[src/rtl/uart_reg_pkg.sv]
package uart_reg_pkg;
  typedef enum logic [2:0] {
    OFS_DATA = 3'd0,
    OFS_IEN  = 3'd1,
    OFS_IID  = 3'd2,
    OFS_LCTL = 3'd3,
    OFS_MCTL = 3'd4,
    OFS_LSTS = 3'd5,
    OFS_MSTS = 3'd6,
    OFS_SCR  = 3'd7
  } reg_ofs_e;

  localparam int unsigned IEN_RX_BIT  = 0;
  localparam int unsigned IEN_TX_BIT  = 1;
  localparam int unsigned LCTL_DL_BIT = 7;

  localparam logic [7:0] IID_RX   = 8'h04;
  localparam logic [7:0] IID_TX   = 8'h02;
  localparam logic [7:0] IID_NONE = 8'h01;

  localparam logic [7:0] LSTS_IDLE = 8'h60;
  localparam logic [7:0] LSTS_DR   = 8'h01;

  localparam logic [7:0] MCTL_LOOP  = 8'h10;
  localparam logic [7:0] MCTL_KEY   = MCTL_LOOP | 8'h0A;
  localparam logic [7:0] MCTL_LATCH = 8'h9A;

  localparam int unsigned N_SRC  = 2;
  localparam int unsigned SRC_RX = 0;
  localparam int unsigned SRC_TX = 1;
endpackage

[src/rtl/uart_delay_timer.sv]
module uart_delay_timer #(
  parameter int unsigned DELAY_CYC = 56
) (
  input  logic clk_i,
  input  logic rst_ni,
  input  logic arm_i,
  input  logic cancel_i,
  output logic fire_o
);
  localparam int unsigned CW = $clog2(DELAY_CYC + 1);
  localparam logic [CW-1:0] LOAD = CW'(DELAY_CYC);

  logic [CW-1:0] cnt_q;

  always_ff @(posedge clk_i or negedge rst_ni) begin
    if (!rst_ni)            cnt_q <= '0;
    else if (arm_i)         cnt_q <= LOAD;
    else if (cancel_i)      cnt_q <= '0;
    else if (cnt_q != '0)   cnt_q <= cnt_q - 1'b1;
  end

  // restart wins over expiry in the same cycle
  assign fire_o = (cnt_q == CW'(1)) && !arm_i && !cancel_i;


  arm_load_chk: assert property (@(posedge clk_i) disable iff (!rst_ni)
    arm_i |=> (cnt_q == LOAD));


  fire_idle_chk: assert property (@(posedge clk_i) disable iff (!rst_ni)
    fire_o |=> (cnt_q == '0));
endmodule

[src/rtl/uart_irq_age.sv]
module uart_irq_age #(
  parameter int unsigned LIMIT = 56
) (
  input  logic clk_i,
  input  logic rst_ni,
  input  logic clr_i,
  output logic old_o
);
  localparam int unsigned AW = $clog2(LIMIT + 2);
  localparam logic [AW-1:0] SAT = AW'(LIMIT + 1);

  logic [AW-1:0] age_q;

  always_ff @(posedge clk_i or negedge rst_ni) begin
    if (!rst_ni)          age_q <= '0;
    else if (clr_i)       age_q <= '0;
    else if (age_q != SAT) age_q <= age_q + 1'b1;
  end

  assign old_o = (age_q == SAT);


  age_sat_chk: assert property (@(posedge clk_i) disable iff (!rst_ni)
    (age_q <= SAT));
endmodule

[src/rtl/uart_reg_front.sv]
module uart_reg_front
  import uart_reg_pkg::*;
#(
  parameter int unsigned DELAY_CYC = 56
) (
  input  logic       clk_i,
  input  logic       rst_ni,
  input  logic       req_i,
  input  logic       we_i,
  input  logic [2:0] addr_i,
  input  logic [7:0] wdata_i,
  output logic [7:0] rdata_o,
  input  logic       rx_valid_i,
  input  logic [7:0] rx_data_i,
  output logic       rx_ready_o,
  output logic       tx_valid_o,
  output logic [7:0] tx_data_o,
  output logic       irq_o
);
  logic [7:0] ien_q, lctl_q, mctl_q;
  logic       rx_pend_q, tx_pend_q;
  logic       rx_valid_q, pop_q;

  logic dl_mode, acc_rd, acc_wr;
  logic rd_data, wr_data, wr_ien, rd_iid, wr_lctl, wr_mctl;
  logic ien_rx, ien_tx, new_rx_en, new_tx_en;
  logic rx_rise, tx_old, tx_now;
  logic rx_set, rx_clr, tx_set, tx_clr;
  logic [N_SRC-1:0] t_arm, t_cancel, t_fire;

  assign dl_mode = lctl_q[LCTL_DL_BIT];
  assign acc_rd  = req_i && !we_i;
  assign acc_wr  = req_i && we_i;
  assign rd_data = acc_rd && (addr_i == OFS_DATA) && !dl_mode;
  assign wr_data = acc_wr && (addr_i == OFS_DATA) && !dl_mode;
  assign wr_ien  = acc_wr && (addr_i == OFS_IEN) && !dl_mode;
  assign rd_iid  = acc_rd && (addr_i == OFS_IID);
  assign wr_lctl = acc_wr && (addr_i == OFS_LCTL);
  assign wr_mctl = acc_wr && (addr_i == OFS_MCTL) && (wdata_i == MCTL_KEY);

  assign ien_rx    = ien_q[IEN_RX_BIT];
  assign ien_tx    = ien_q[IEN_TX_BIT];
  assign new_rx_en = wdata_i[IEN_RX_BIT];
  assign new_tx_en = wdata_i[IEN_TX_BIT];
  assign rx_rise   = rx_valid_i && !rx_valid_q;

  assign rx_ready_o = rd_data && rx_valid_i;
  assign tx_valid_o = wr_data;
  assign tx_data_o  = wdata_i;

  // countdown controls
  assign t_arm[SRC_RX]    = (pop_q && rx_valid_i && ien_rx) ||
                            (wr_ien && new_rx_en && rx_valid_i);
  assign t_cancel[SRC_RX] = wr_ien && !(new_rx_en && rx_valid_i);
  assign t_arm[SRC_TX]    = (wr_data && ien_tx) || (wr_ien && new_tx_en && !tx_old);
  assign t_cancel[SRC_TX] = wr_ien && !new_tx_en;
  assign tx_now           = wr_ien && new_tx_en && tx_old;

  for (genvar g = 0; g < N_SRC; g++) begin : g_tmr
    uart_delay_timer #(.DELAY_CYC(DELAY_CYC)) u_tmr (
      .clk_i    (clk_i),
      .rst_ni   (rst_ni),
      .arm_i    (t_arm[g]),
      .cancel_i (t_cancel[g]),
      .fire_o   (t_fire[g])
    );
  end

  uart_irq_age #(.LIMIT(DELAY_CYC)) u_age (
    .clk_i  (clk_i),
    .rst_ni (rst_ni),
    .clr_i  (tx_set),
    .old_o  (tx_old)
  );

  assign rx_set = (t_fire[SRC_RX] || rx_rise) && ien_rx;
  assign rx_clr = rd_data || t_cancel[SRC_RX];
  assign tx_set = (t_fire[SRC_TX] && ien_tx) || tx_now;
  assign tx_clr = wr_data || t_cancel[SRC_TX] || (rd_iid && !rx_pend_q && tx_pend_q);

  always_ff @(posedge clk_i or negedge rst_ni) begin
    if (!rst_ni) begin
      ien_q      <= '0;
      lctl_q     <= '0;
      mctl_q     <= '0;
      rx_pend_q  <= 1'b0;
      tx_pend_q  <= 1'b0;
      rx_valid_q <= 1'b0;
      pop_q      <= 1'b0;
    end else begin
      rx_valid_q <= rx_valid_i;
      pop_q      <= rd_data;
      if (wr_ien)  ien_q  <= wdata_i;
      if (wr_lctl) lctl_q <= wdata_i;
      if (wr_mctl) mctl_q <= MCTL_LATCH;
      if (rx_clr)      rx_pend_q <= 1'b0;
      else if (rx_set) rx_pend_q <= 1'b1;
      if (tx_set)      tx_pend_q <= 1'b1;
      else if (tx_clr) tx_pend_q <= 1'b0;
    end
  end

  assign irq_o = (rx_pend_q && ien_rx) || (tx_pend_q && ien_tx);

  always_comb begin
    rdata_o = '0;
    if (acc_rd) begin
      unique case (addr_i)
        OFS_DATA: rdata_o = (!dl_mode && rx_valid_i) ? rx_data_i : 8'h00;
        OFS_IEN:  rdata_o = dl_mode ? 8'h00 : ien_q;
        OFS_IID:  rdata_o = rx_pend_q ? IID_RX : (tx_pend_q ? IID_TX : IID_NONE);
        OFS_LCTL: rdata_o = lctl_q;
        OFS_MCTL: rdata_o = mctl_q;
        OFS_LSTS: rdata_o = LSTS_IDLE | (rx_valid_i ? LSTS_DR : 8'h00);
        default:  rdata_o = 8'h00;
      endcase
    end
  end


  data_read_clears_chk: assert property (@(posedge clk_i) disable iff (!rst_ni)
    (req_i && !we_i && addr_i == 3'd0 && !lctl_q[7]) |=> !rx_pend_q);


  data_write_clears_chk: assert property (@(posedge clk_i) disable iff (!rst_ni)
    tx_valid_o |=> !tx_pend_q);


  arrival_irq_chk: assert property (@(posedge clk_i) disable iff (!rst_ni)
    ($rose(rx_valid_i) && ien_q[0] && !req_i) |=> irq_o);


  mctl_key_chk: assert property (@(posedge clk_i) disable iff (!rst_ni)
    !$stable(mctl_q) |-> $past(req_i && we_i && addr_i == 3'd4 && wdata_i == 8'h1A));


  dl_ien_hold_chk: assert property (@(posedge clk_i) disable iff (!rst_ni)
    (req_i && we_i && addr_i == 3'd1 && lctl_q[7]) |=> $stable(ien_q));


  tx_rise_cause_chk: assert property (@(posedge clk_i) disable iff (!rst_ni)
    $rose(tx_pend_q) |-> $past(t_fire[SRC_TX] || (req_i && we_i && addr_i == 3'd1)));


  ready_needs_valid_chk: assert property (@(posedge clk_i) disable iff (!rst_ni)
    rx_ready_o |-> rx_valid_i);
endmodule

[config.mk]
export PLATFORM = sky130hd
export DESIGN_NAME = uart_reg_front
export DESIGN_NICKNAME = d
export VERILOG_FILES = /design/src/rtl/uart_reg_pkg.sv /design/src/rtl/uart_delay_timer.sv /design/src/rtl/uart_irq_age.sv /design/src/rtl/uart_reg_front.sv
export SDC_FILE = /design/constraint.sdc
export NUM_CORES = 1
export LEC_CHECK = 0
export BUFFER_PORTS_ARGS = -buffer_cell sky130_fd_sc_hd__buf_2
export CAP_MARGIN = 10
export CORE_ASPECT_RATIO = 0.75
export CORE_MARGIN = 3
export CORE_UTILIZATION = 56
export DETAILED_ROUTE_END_ITERATION = 10
export PLACE_DENSITY = 0.87
export SYNTH_ARGS = -nofsm -noshare
export SYNTH_HDL_FRONTEND = slang
export SYNTH_SLANG_ARGS = --single-unit
[constraint.sdc]
create_clock -name clk_i -period 2.4 [get_ports clk_i]
set_input_delay 0.24 -clock clk_i [delete_from_list [all_inputs] [get_ports clk_i]]
set_output_delay 0.24 -clock clk_i [all_outputs]
set_load 0.05 [all_outputs]
==> results.sh, run 1 <==
export IMPL_fp_dieW_um=80.8
export IMPL_num_rows=19
export IMPL_clockBufferDepth=2
export IMPL_comb_power_share_pct=33.9
export IMPL_slew_violations=0
export IMPL_max_freq_ghz=0.456
export IMPL_max_slew_margin_pct=42.8
export IMPL_run_status="complete, no violations"
export IMPL_grt_pass1_wl_um=8790
export IMPL_worstHoldPathType="input port to async pin"
export IMPL_wl_um=5400
export IMPL_power_density_nw_per_um2=926
export IMPL_reg2reg_from="lctl_q[7]$_DFFE_PN0P_"
export IMPL_leakagePower_uw=0.00119
export IMPL_synthTopCellsByArea="dfrtp_1, nand2_1, mux2_2"
export IMPL_path_cells="nor4_2, and2_1, nand2_1, a31oi_1, buf_2"
export IMPL_worst_hold_slack_ps=62.1
export IMPL_crit_family="simple AND/OR/NAND/NOR gates"
export IMPL_rrSetupSlack_ps=530
export IMPL_irDropWorstVdd_mv=0.652
export IMPL_fin_skew_ps=8.11
export IMPL_clk_latency_ps=280
export IMPL_cts_root_buf="clkbuf_8"
export IMPL_period_share_pct=91.4
export IMPL_ys_flop_type="dfrtp_1"
export IMPL_avgSynthCellArea_um2=9.10
export IMPL_power_share_sequential_pct=48.0
export IMPL_setup_violations=0
export IMPL_end_kind="output port"
export IMPL_syn2layout_area_growth_pct=10.8
export IMPL_async_flop_share_pct=100
export IMPL_cts_reportedPaths_clkPinSlew_ps=70
export IMPL_yosys_warnings=0
export IMPL_fin_setup_tns_ps=0
export IMPL_globalRouteOverflowTotal=0
export IMPL_grt_max_degree=40
export IMPL_synth_top_area_cell="dfrtp_1"
export IMPL_syn_nets=290
export IMPL_wl_met2_um=2450
export IMPL_first_iter_violations=241
export IMPL_io_pins=43
export IMPL_vias_per_cell=5.99
export IMPL_rsz0062_at_grt="no"
export IMPL_syn_area_um2=2350
export IMPL_start_util_pct=61.0
export IMPL_synth_edff_count=0
export IMPL_cts_hold_buffers=0
export IMPL_synth_cell_types=49
export IMPL_cp_arrival_ps=1950
export IMPL_cp_num_buf_inv=1
export IMPL_intPower_uw=1500
export IMPL_topRoutingLayerUsed="met4"
export IMPL_post_cts_buffers=0
export IMPL_yosysMostFrequentCell="nand2_1"
export IMPL_seq_area_frac_synth_pct=41.6
export IMPL_antenna_cells=0
export IMPL_postSynthCellCount=258
export IMPL_p_switching_uw=906
export IMPL_core_area_um2=3850
export IMPL_nNetsFinal=320
export IMPL_reg2reg_to="g_tmr[1].u_tmr.cnt_q[3]$_DFFE_PN0P_"
export IMPL_start_kind="register"
export IMPL_port_buffers=42
export IMPL_tightest_slew_ps=858
export IMPL_drv_cap=0
export IMPL_wl_met1_um=2410
export IMPL_cts_resized=0
export IMPL_dpl_hpwl_um=4070
export IMPL_worstRegToRegCells=4
export IMPL_routabilityCongestion=0.907
export IMPL_h_tree_depth=2
export IMPL_antenna_found_initial=0
export IMPL_required_ps=2160
export IMPL_yosys_area_top_type_share_pct=41.6
export IMPL_dieArea_um2=5010
export IMPL_cp_slowest_stage_delay_ps=530
export IMPL_wl_per_cell_um=15.9
export IMPL_clock_sinks=39
export IMPL_grt_pass1_vias=1888
export IMPL_synthTopCellsByCount="nand2_1, dfrtp_1, nor2_1, a21oi_1, o21ai_0"
export IMPL_ys_ff_latch=39
export IMPL_critPathMaxFanout=10
export IMPL_p_sw_share_pct=37.6
export IMPL_vias=2036
export IMPL_final_hold_viol_count=0
export IMPL_crit_path_top_delay_cell="dfrtp_1"
export IMPL_antenna_left=0
export IMPL_drive_above_1_share_pct=23.3
export IMPL_worst_setup_path_type="register to output port"
export IMPL_track_usage_pct=23.0
export IMPL_power_frac_clock_pct=18.1
export IMPL_cts_buffers=5
export IMPL_drcViolationCount=0
export IMPL_cts_tree="done"
export IMPL_firstDrtPassIters=4
export IMPL_dr_wl_met3_um=496
export IMPL_fin_crit_ps=2190
export IMPL_die_y_um=62.1
==> stage by stage <==
step / util, % / power [uW] / instance area (um^2) / std cells / worst slack (ps)
final: 67.5 / 2410 / 2600 / 340 / 206
after global routing: 67.5 / 2600 / 2600 / 340 / 61.7
after CTS: 67.4 / 2420 / 2590 / 340 / 176
after detailed placement: 65.1 / 1980 / 2510 / 333 / 428
after global placement: 65.1 / 1930 / 2510 / 333 / 486
after floorplan: - / 1760 / 2350 / 258 / 117
==> power groups by stage <==
stage                     registers, uW  clock network (uW)  logic [uW]
after floorplan                    1070                   0         689
after global placement             1150                   0         773
after detailed placement           1160                   0         820
after CTS                          1150                 444         827
after global routing               1190                 474         928
final                              1160                 437         817
==> how the worst max path moves through the flow <==
stage	cells past startpoint	startpoint	slack [ps]	endpoint
6_report	5	lctl_q[7]$_DFFE_PN0P_	210	rdata_o[1]
5_1_grt	5	lctl_q[7]$_DFFE_PN0P_	60	rdata_o[3]
4_1_cts	5	lctl_q[7]$_DFFE_PN0P_	180	rdata_o[1]
3_5_place_dp	4	addr_i[1]	430	lctl_q[5]$_DFFE_PN0P_
3_3_place_gp	6	addr_i[1]	490	rdata_o[1]
2_1_floorplan	6	lctl_q[7]$_DFFE_PN0P_	120	rdata_o[1]
==> cell families (layout without fill, tap and decap cells) <==
family | count (synthesis) | count (layout) | share of synthesized area, %
AOI/OAI and AO/OA | 54 | 54 | 15.0
xor gates and xnor gates | 12 | 12 | 4.48
adders and majority gates | 8 | 8 | 4.26
buffers and inverters | 28 | 58 | 6.39
DFF | 39 | 39 | 41.6
muxes | 9 | 9 | 4.32
and+or+nand+nor | 108 | 108 | 24.0
==> cell type report <==
type | instances | area, um^2
sequential | 39 | 976
clock inverter | 1 | 5.00
timing repair buffer | 42 | 210
fill | 307 | 1250
multi-input combinational | 191 | 1230
tap | 52 | 65.1
clock buffer | 6 | 82.6
inverter | 9 | 33.8
==> worst reg2reg max path, stage by stage (launching register included) <==
cell and delay [ps]:
dfrtp_1 530, nor4b_4 480, nand2_2 270, o21ai_0 320
o21ai_0 140
==> routing by layer <==
layer  vias up  track usage [%]
met2        96             35.4
met4         0             5.30
li1        954                -
met5         -                0
met1       980             32.8
met3         6             6.20
==> flip-flops by register name, indices dropped and copies added, names as in the netlist <==
name / cells
rx_pend_q: 1
pop_q: 1
tx_pend_q: 1
ien_q: 8
lctl_q: 8
rx_valid_q: 1
mctl_q: 1
g_tmr.u_tmr.cnt_q: 12
u_age.age_q: 6
==> cells in the final DEF (no fill, tap or decap), drive strengths merged, types with 5 or more instances in the layout <==
cell    synthesis  routed
xnor2           6       6
nand3           9       9
nor4            6       6
nand2          45      45
a211oi          5       5
buf            13      42
xor2            6       6
and2            5       5
dfrtp          39      39
inv             9       9
nor2           16      16
clkbuf          6       6
mux2            9       9
nand2b          7       7
ha              8       8
a21oi          14      14
o21ai          14      14
No activity file was read; power rests on OpenSTA's default activity.
==> inputs of run 2 (changes only) <==
Settings changed: CELL_PAD_IN_SITES_DETAIL_PLACEMENT set to 2, CELL_PAD_IN_SITES_GLOBAL_PLACEMENT set to 2, CORE_UTILIZATION 56 to 36, PLACE_DENSITY 0.87 to 0.91, TNS_END_PERCENT set to 50.
==> run 2 against run 1 <==
  * Sequential cell count stayed put
  * Setup slack got worse by 79 ps
  * Maximum frequency decreased by 3.5%
  * Clock skew grew 3.5 ps
  * Clock power increased by 15%
  * Wire length increased by 39%
  * Highest routed layer unchanged
  * Critical path depth is the same
  * Critical endpoint is now rdata_o[2]
==> results.sh, run 2 (same netlist as run 1, synthesis figures left out) <==
export IMPL_run_status="complete, no violations"
export IMPL_nNetsFinal=322
export IMPL_fin_ws_ps=128
export IMPL_n_fill_cell=688
export IMPL_wl_per_cell_um=20.4
export IMPL_drive_above_1_share_pct=24.4
export IMPL_start_kind="register"
export IMPL_leakagePower_uw=0.00121
export IMPL_firstDrtPassIters=5
export IMPL_placed_area_um2=2550
export IMPL_power_density_nw_per_um2=951
export IMPL_fp_dieW_um=99.3
export IMPL_cts_reportedPaths_clkPinSlew_ps=90
export IMPL_die_y_um=75.9
export IMPL_irDropWorstVdd_mv=0.408
export IMPL_cp_arrival_ps=2030
export IMPL_slew_violations=0
export IMPL_antenna_left=0
export IMPL_dpl_hpwl_um=5750
export IMPL_grt_pass1_vias=2309
export IMPL_track_usage_pct=21.0
export IMPL_vias=2084
export IMPL_grt_max_degree=40
export IMPL_cts_root_buf="clkbuf_8"
export IMPL_h_tree_depth=2
export IMPL_period_share_pct=94.7
export IMPL_clk_latency_ps=300
export IMPL_critPathMaxFanout=10
export IMPL_wl_um=7520
export IMPL_vias_per_cell=5.65
export IMPL_max_slew_margin_pct=39.8
export IMPL_largest_registers="g_tmr.u_tmr.cnt_q x12, ien_q x8, lctl_q x8"
export IMPL_setup_violations=0
export IMPL_worst_hold_slack_ps=57.5
export IMPL_core_area_um2=6070
export IMPL_grt_pass1_wl_um=12300
export IMPL_dieArea_um2=7540
export IMPL_worst_setup_path_type="register to output port"
export IMPL_power_frac_clock_pct=19.9
export IMPL_antenna_cells=0
export IMPL_io_pins=43
export IMPL_final_util_pct=44.0
export IMPL_cts_buffers=5
export IMPL_power_share_sequential_pct=46.0
export IMPL_cts_hold_buffers=0
export IMPL_syn2layout_area_growth_pct=13.6
export IMPL_rrSetupSlack_ps=370
export IMPL_end_kind="output port"
export IMPL_clockBufferDepth=2
export IMPL_largest_reg_flops=12
export IMPL_drcViolationCount=0
export IMPL_required_ps=2160
export IMPL_layout_common_cells="nand2_1, buf_2, dfrtp_1"
export IMPL_fin_skew_ps=11.6
export IMPL_stdcell_area_um2=2670
export IMPL_reg2reg_from="lctl_q[7]$_DFFE_PN0P_"
export IMPL_drv_cap=0
export IMPL_first_iter_violations=86
export IMPL_port_buffers=42
export IMPL_final_common_cell="nand2_1"
export IMPL_final_hold_viol_count=0
export IMPL_worstRegToRegCells=4
export IMPL_fin_setup_tns_ps=0
export IMPL_antenna_found_initial=0
export IMPL_intPower_uw=1540
export IMPL_globalRouteOverflowTotal=0
export IMPL_reg2reg_to="g_tmr[1].u_tmr.cnt_q[5]$_DFFE_PN0P_"
export IMPL_comb_power_share_pct=34.1
export IMPL_max_freq_ghz=0.440
export IMPL_place_ws_ps=239
export IMPL_p_sw_share_pct=39.1
export IMPL_routabilityCongestion=0.802
export IMPL_start_util_pct=38.7
export IMPL_tightest_slew_ps=903
export IMPL_fin_crit_ps=2270
export IMPL_cts_tree="done"
export IMPL_clock_sinks=39
export IMPL_p_switching_uw=991
export IMPL_num_rows=24
export IMPL_worstHoldPathType="input port to async pin"
export IMPL_regMostFlops="g_tmr.u_tmr.cnt_q"
[run 2: cell types whose count changed in the layout (fill, tap and decap cells not counted)]
cell and change:
nor3b_1 -1, buf_4 +2, nor3b_2 +1, clkinv_2 -1
clkbuf_8 +1, and2_1 -1, and2_2 +1, clkbuf_1 +1
[run 2: layer usage]
metal  track usage [%]  vias to the layer above  routed length, um
li1                  -                      954                  -
met1              28.3                     1065               3360
met2              34.7                       58               3680
met3              3.85                        7                384
met4              5.05                        0                 88
met5                 0                        -                  0
[run 2: timing repair]
| item | CTS | global route |
|---|---|---|
| setup buffers | 0 | 0 |
| resized for setup | 1 | 2 |
| setup endpoints to repair | 2 | 8 |
[run 2: area by class of cell]
class                   instances  area, um^2  area share (%)
clock buffers                   8         100            3.75
inverters                       9        33.8            1.27
multi-input cells             191        1230            46.3
flip-flops and latches         39         976            36.6
well taps                      78        97.6            3.66
repair buffers                 44         225            8.44
[run 2: power by group through the flow]
| stage | sequential (uW) | combinational, uW | clock (uW) |
|---|---|---|---|
| after floorplan | 1070 | 689 | 0 |
| after global placement | 1160 | 794 | 0 |
| after detailed placement | 1180 | 875 | 0 |
| after CTS | 1170 | 884 | 521 |
| after global routing | 1220 | 985 | 542 |
| final | 1170 | 865 | 504 |
[run 2: metrics by stage]
stage / instances / power [uW]
final: 369 / 2540
after global routing: 369 / 2740
after CTS: 369 / 2570
after detailed placement: 361 / 2050
after global placement: 361 / 1950
after floorplan: 258 / 1760
[run 2: how the worst max path moves through the flow]
stage,to,cells after the start,slack [ps],start
floorplan,rdata_o[1],6,120,lctl_q[7]$_DFFE_PN0P_
global placement,rdata_o[2],6,430,addr_i[1]
detailed placement,rdata_o[2],6,240,addr_i[1]
CTS,rdata_o[2],5,30,lctl_q[7]$_DFFE_PN0P_
global route,rdata_o[2],5,-1,lctl_q[7]$_DFFE_PN0P_
finish,rdata_o[2],5,130,lctl_q[7]$_DFFE_PN0P_
[run 2: worst max-delay path: stages, from the launching register on]
cell and delay (ps):
dfrtp_1 530, nor4_2 300, and2_2 320, a222oi_1 140, nor2_1 140, buf_2 280
